File: config.mk
export PLATFORM = sky130hd
export DESIGN_NAME = adc_seq_ctrl
export DESIGN_NICKNAME = d
export VERILOG_FILES = /design/src/rtl/adc_seq_ctrl.sv
export SDC_FILE = /design/constraint.sdc
export NUM_CORES = 1
export LEC_CHECK = 0
export ABC_CLOCK_PERIOD_IN_PS = 2800
export BUFFER_PORTS_ARGS = -buffer_cell sky130_fd_sc_hd__buf_4
export CAP_MARGIN = 20
export CORE_UTILIZATION = 54
export DETAILED_ROUTE_END_ITERATION = 6
export PLACE_DENSITY = 0.81
export SYNTH_ARGS = -nofsm -noshare
export SYNTH_HDL_FRONTEND = slang
export SYNTH_SLANG_ARGS = --single-unit
File: constraint.sdc
create_clock -name clk -period 2.8 [get_ports clk]
set_input_delay 0 -clock clk [delete_from_list [all_inputs] [get_ports clk]]
set_output_delay 0 -clock clk [all_outputs]
set_load 0.02 [all_outputs]
File: src/rtl/adc_seq_ctrl.sv
module adc_seq_ctrl #(
  parameter int CW      = 8,
  parameter int RD_WAIT = 3,
  parameter int TMO     = 64
) (
  input  logic          clk,
  input  logic          rst_n,
  input  logic          start_req,
  input  logic          byte_mode,
  input  logic [CW-1:0] hold_cycles,
  input  logic [CW-1:0] gap_cycles,
  output logic          adc_convst_n,
  input  logic          adc_busy_n,
  output logic          adc_cs_n,
  output logic          adc_rd_n,
  input  logic [11:0]   adc_data,
  output logic [15:0]   data_out,
  output logic          data_vld,
  output logic          byte_hi,
  output logic          done,
  output logic          overrun,
  output logic          timeout_err
);

  localparam int TW  = $clog2(TMO + 1);
  localparam int RW  = $clog2(RD_WAIT + 1);
  localparam int KW0 = (TW > CW) ? TW : CW;
  localparam int KW  = (KW0 > RW) ? KW0 : RW;
  localparam logic [KW-1:0] TMO_LD = KW'(TMO - 1);
  localparam logic [KW-1:0] RD_LD  = KW'(RD_WAIT - 1);

  typedef enum logic [2:0] {S_IDLE, S_LOW, S_WFALL, S_WRISE, S_READ, S_BYTE2} st_t;

  st_t           st;
  logic [KW-1:0] cnt;
  logic [CW-1:0] gap_cnt;
  logic          mode_q;
  logic [3:0]    lo_nib;

  wire           ready   = (st == S_IDLE) && (gap_cnt == '0);
  wire [KW-1:0]  hold_ld = (hold_cycles == '0) ? '0 : KW'(hold_cycles - CW'(1));

  assign adc_convst_n = (st != S_LOW);
  assign adc_cs_n     = (st != S_READ);
  assign adc_rd_n     = (st != S_READ);

  always_ff @(posedge clk) begin
    if (!rst_n) begin
      st          <= S_IDLE;
      cnt         <= '0;
      gap_cnt     <= '0;
      mode_q      <= 1'b0;
      lo_nib      <= '0;
      data_out    <= '0;
      data_vld    <= 1'b0;
      byte_hi     <= 1'b0;
      done        <= 1'b0;
      overrun     <= 1'b0;
      timeout_err <= 1'b0;
    end else begin
      data_vld <= 1'b0;
      done     <= 1'b0;
      if (gap_cnt != '0) gap_cnt <= gap_cnt - CW'(1);
      if (start_req && !ready) overrun <= 1'b1;
      case (st)
        S_IDLE:
          if (start_req && ready) begin
            st     <= S_LOW;
            cnt    <= hold_ld;
            mode_q <= byte_mode;
          end
        S_LOW:
          if (cnt == '0) begin
            st  <= S_WFALL;
            cnt <= TMO_LD;
          end else cnt <= cnt - KW'(1);
        S_WFALL:
          if (!adc_busy_n) begin
            st  <= S_WRISE;
            cnt <= TMO_LD;
          end else if (cnt == '0) begin
            st          <= S_IDLE;
            timeout_err <= 1'b1;
          end else cnt <= cnt - KW'(1);
        S_WRISE:
          if (adc_busy_n) begin
            st      <= S_READ;
            cnt     <= RD_LD;
            gap_cnt <= gap_cycles;
          end else if (cnt == '0) begin
            st          <= S_IDLE;
            timeout_err <= 1'b1;
          end else cnt <= cnt - KW'(1);
        S_READ:
          if (cnt == '0) begin
            lo_nib   <= adc_data[3:0];
            data_vld <= 1'b1;
            if (mode_q) begin
              data_out <= {8'h00, adc_data[11:4]};
              byte_hi  <= 1'b1;
              st       <= S_BYTE2;
            end else begin
              data_out <= {adc_data, 4'h0};
              byte_hi  <= 1'b0;
              done     <= 1'b1;
              st       <= S_IDLE;
            end
          end else cnt <= cnt - KW'(1);
        S_BYTE2: begin
          data_out <= {8'h00, lo_nib, 4'h0};
          byte_hi  <= 1'b0;
          data_vld <= 1'b1;
          done     <= 1'b1;
          st       <= S_IDLE;
        end
        default: st <= S_IDLE;
      endcase
    end
  end

  assert_read_outside_convst_R3: assert property (@(posedge clk) disable iff (!rst_n)
    !adc_cs_n |-> adc_convst_n);
  assert_word_low_nibble_zero_R4: assert property (@(posedge clk) disable iff (!rst_n)
    (done && !byte_hi) |-> (data_out[3:0] == 4'h0));
  assert_byte_order_R5: assert property (@(posedge clk) disable iff (!rst_n)
    (data_vld && byte_hi) |=> (data_vld && !byte_hi && done));
  assert_done_single_R6: assert property (@(posedge clk) disable iff (!rst_n)
    done |=> !done);
  assert_overrun_sticky_R7: assert property (@(posedge clk) disable iff (!rst_n)
    overrun |=> overrun);
  assert_gap_before_convst_R8: assert property (@(posedge clk) disable iff (!rst_n)
    $fell(adc_convst_n) |-> ($past(gap_cnt) == '0));
  assert_timeout_sticky_R9: assert property (@(posedge clk) disable iff (!rst_n)
    timeout_err |=> timeout_err);
  assert_timeout_no_read_R10: assert property (@(posedge clk) disable iff (!rst_n)
    $rose(timeout_err) |-> adc_cs_n);

endmodule

After elaboration in Yosys (flattened, before gate mapping) --
Cells that the tools add are included.
Word-level totals: flip-flop bits (word level) 45, bits of input ports 33, output and inout bits 24
Operators by class: $add $sub $neg 3, eq/ne operators 12, mux-type cells 33, reduce and logical (&&, ||, !) cells 18
Operators with widths (count):
- $mux 8 | 9
- $pmux 8 s5 | 1
- $mux 16 | 2
- $pmux 16 s2 | 1
- $logic_not 8->1 | 3
- $sub 8x1->8 const B | 3
- $mux 3 | 7
- $pmux 3 s5 | 1
- $mux 1 | 8
- $ne 2x2->1 const B | 4
- $pmux 1 s2 | 4
- $reduce_and 2->1 | 4
- $reduce_bool 8->1 | 1
- $eq 3x2->1 const B | 2
- $eq 3x3->1 const B | 2
- $reduce_and 3->1 | 2
- $reduce_bool 5->1 | 1
- $reduce_bool 2->1 | 2
- $eq 3x1->1 const B | 1
- $logic_and 1x1->1 | 3
- $logic_not 3->1 | 1
- $ne 3x1->1 const B | 1
- $ne 3x3->1 const B | 1
- $ne 2x1->1 const B | 1
- $logic_not 1->1 | 1

Longest topological paths before layout --
word-level depth 5, mapped depth 11, depth with buffers taken out 10

Worst setup path after synthesis --
Ideal clock, no wire load.
path kind register -> register, start point register cnt[0], end point register cnt[0], arrival 2.195 ns, required time 2.665 ns, slack 0.470 ns, cell stages (with the launch flop) 11, cells stage by stage dfxtp_1 -> inv_1 -> ha_1 -> nor3b_1 -> and2_1 -> buf_2 -> inv_2 -> ha_1 -> maj3_1 -> a222oi_1 -> a211oi_1
On the way: cells in the longest elaborated chain, start to end 4, elaborated cells between the ends (all ways) 7, classes of those cells 1 x add/sub; 5 x mux; 1 x reduce/logical
Ends and longest elaborated chain:
- start, declared | RTL line 35 | logic [KW-1:0] cnt;
- start signal, assigned | RTL line 69 | cnt <= hold_ld;
- start signal, assigned | RTL line 76 | end else cnt <= cnt - KW'(1);
- start signal, assigned | RTL line 84 | end else cnt <= cnt - KW'(1);
- $sub 8x1->8 or $logic_not 8->1 (tied branches)
- $mux 8 | RTL line 81, 90, 95
- $mux 8 (on tied branches) | RTL line 86, 78
- $pmux 8 s5 * | RTL line 65 | case (st)
Every way passes the cells marked *; elsewhere a longest branch is shown, timed or not. A chain may end at the register's enable or synchronous reset.

Worst setup path after layout --
Ends and elaborated chain as after synthesis.

==> impl_metrics.toml <==
[placement]
dpl.hpwl_um = 4020
place_ws_ps = 193
gp_congestion = 0.858
portBuffers = 56

[cts]
clk-insertion-delay-late_ps = 300
clk_pin_slew_ps = 80
cts_tree = "yes"
numClockSinks = 45
cts_made_buffers = 5
post_cts_buffers = 0
htreeDepth = 2
clk_path_buf_depth = 2
root_buffer = "clkbuf_8"

[floorplanning]
die-area_mm2 = 0.00497
ios = 57
core_mm2 = 0.00444
die_y_um = 70.5
die_width_um = 70.5
rows = 24
start_util_pct = 57.1

[finish]
diodes = 0
area_growth_pct = 28.3
layout_commonest_cell = "buf_4"
fin_nets = 419
final_cell_mix = "buf_4 (62), dfxtp_1 (45), nand2_1 (38), nor2_1 (36), a21oi_1 (31)"
drive_above_1_share_pct = 23.9

[setup_path]
endpoint_kind = "flop"
crit_path_max_incr_delay_ps = 360
critPathKind = "reg2reg"
r2r_slack_ps = 280
worst-path-buf-inv = 2
crit_path_top_delay_cell = "dfxtp_1"
worstPathRequired_ps = 2940
reg2reg_depth = 9
startpoint_type = "flop"
critPathArrivalTime_ps = 2660
path_depth = 9
cpMostUsedCell = "ha_1"
crit_chain = "inv_1 > ha_1 > nor3b_1 > and2_2 > inv_2 > ha_1 > maj3_1 > a222oi_1 > a211oi_1"
path_delay_family = "adder cells"
path_max_fanout = 8

[global_route]
grtUsageTotal_pct = 24.8
grt_max_degree = 32
grt_pass1_vias = 2230
antenna_found_initial = 0
grt-ovfl-total = 0
grt_pass1_wl_um = 9990

[logic_synthesis]
postSynth.asyncResetShare_pct = 0
avgSynthCellArea_um2 = 8.32
yosysWarnings = 0
syn_nets = 344
ys_types = 59
seq_area_frac_synth_pct = 35.5
ys.flop_type = "dfxtp_1"
yosys_register_bits = 45
synth_cells = 305
netlist_area_mm2 = 0.00254
synth-edff-count = 0

[sta]
whs_ps = -5.13
min_period_ps = 2520
setup_violations = 0
finalWorstSetupSlack_ps = 284
fin_skew_ps = 9.02
finalCritPeriodShare_pct = 89.9
fmax_mhz = 397
hold_viol = 1
slew_headroom_pct = 34.9
rsz0062_at_grt = "false"
tightest_slew_ps = 976
slew_viol_final = 0
fin_setup_tns_ps = 0

[drt]
vias = 2451
wl_met1_um = 2700
routedWlPerCell_um = 13.7
route.met2.wl_um = 2900
dr.max_layer_used = "met4"
ant_nets = 0
drt_iter0_markers = 150
wl_met3_um = 299
firstDrtPassIters = 7
viasPerCell = 5.66
drt_drc_violations_left = 2
wl_um = 5950

[power]
finalPower_mw = 2.94
powerDensity_mw_per_mm2 = 903
p_leak_nw = 1.33
vdd_ir_drop_max_mv = 0.606

[min_path]
hp-class = "in2reg"
hold_depth = 3

[outcome]
violations = "DRC, hold timing"
outcome = "finished with violations"

[job]
cap_violations = 0
-- path summary, 6_finish.rpt --
path                       from     endpoint
setup / recovery         cnt[0]       cnt[0]
hold reg to reg     data_out[1]  data_out[1]
hold / removal    gap_cycles[7]   gap_cnt[7]
setup reg to reg         cnt[0]       cnt[0]
-- final cells by class --
cell class                 count  area (um2)
clock inverter                 2        38.8
clock buffer                   6        72.6
fill                         350        1190
multi-input combinational    232        1460
sequential                    45         901
timing repair buffer          82         666
tap                           52        65.1
inverter                      14        52.6
-- registers in the layout, indices dropped and copies added (netlist names), 3 cells and up --
| register | cells |
|---|---|
| cnt | 8 |
| data_out | 16 |
| gap_cnt | 8 |
| lo_nib | 4 |
| st | 3 |
-- timing repair --
item	CTS	global route
endpoints found under the setup margin	0	1
gates resized for setup	0	1
endpoints found under the hold margin	24	0
hold buffers	20	0
-- metrics by stage --
stage,cells,utilization (%),hold WS (ps),instance area [um2]
after floorplan,305,-,136,2540
after global placement,405,66.2,226,2940
after detailed placement,405,66.2,239,2940
after CTS,433,73.2,2.69,3250
after global routing,433,73.2,25.3,3250
final,433,73.2,-5.13,3250
-- report_power, final --
group / total, mW / internal (mW) / switching [mW]
registers: 0.937 / 0.766 / 0.171
logic: 1.51 / 0.700 / 0.809
clock network: 0.492 / 0.268 / 0.224
-- cells in the mapped netlist (all sizes together), types with 6 or more instances --
library cell	number	area (um2)
nor3	11	55.1
mux2i	8	80.1
nand2	38	143
clkbuf	9	55.1
inv	14	52.6
o21ai	12	67.6
a22oi	10	75.1
xnor2	6	52.6
a31oi	7	56.3
a21oi	32	164
dfxtp	45	901
xor2	7	61.3
ha	6	75.1
nand3	8	45.0
nor2	38	148
-- kinds of logic after synthesis --
logic type | after synthesis | synth area share, %
adder cells (fa/ha/maj) | 8 | 3.75
flip-flops | 45 | 35.5
XOR/XNOR | 13 | 4.49
AO/OA/AOI/OAI | 86 | 22.9
multiplexers | 8 | 3.16
AND/OR/NAND/NOR | 117 | 23.1
buffers and inverters | 28 | 7.01
-- worst min-delay path, cell delays in order --
cell	delay, ps
buf_4	70
o21ai_0	70
a21oi_1	110
-- routing by layer --
metal | track usage (%) | vias to the layer above
met3 | 4.99 | 8
met2 | 42.5 | 74
li1 | - | 1228
met5 | 0 | -
met4 | 4.89 | 0
met1 | 33.0 | 1141
(Power assumes the default switching activity.)
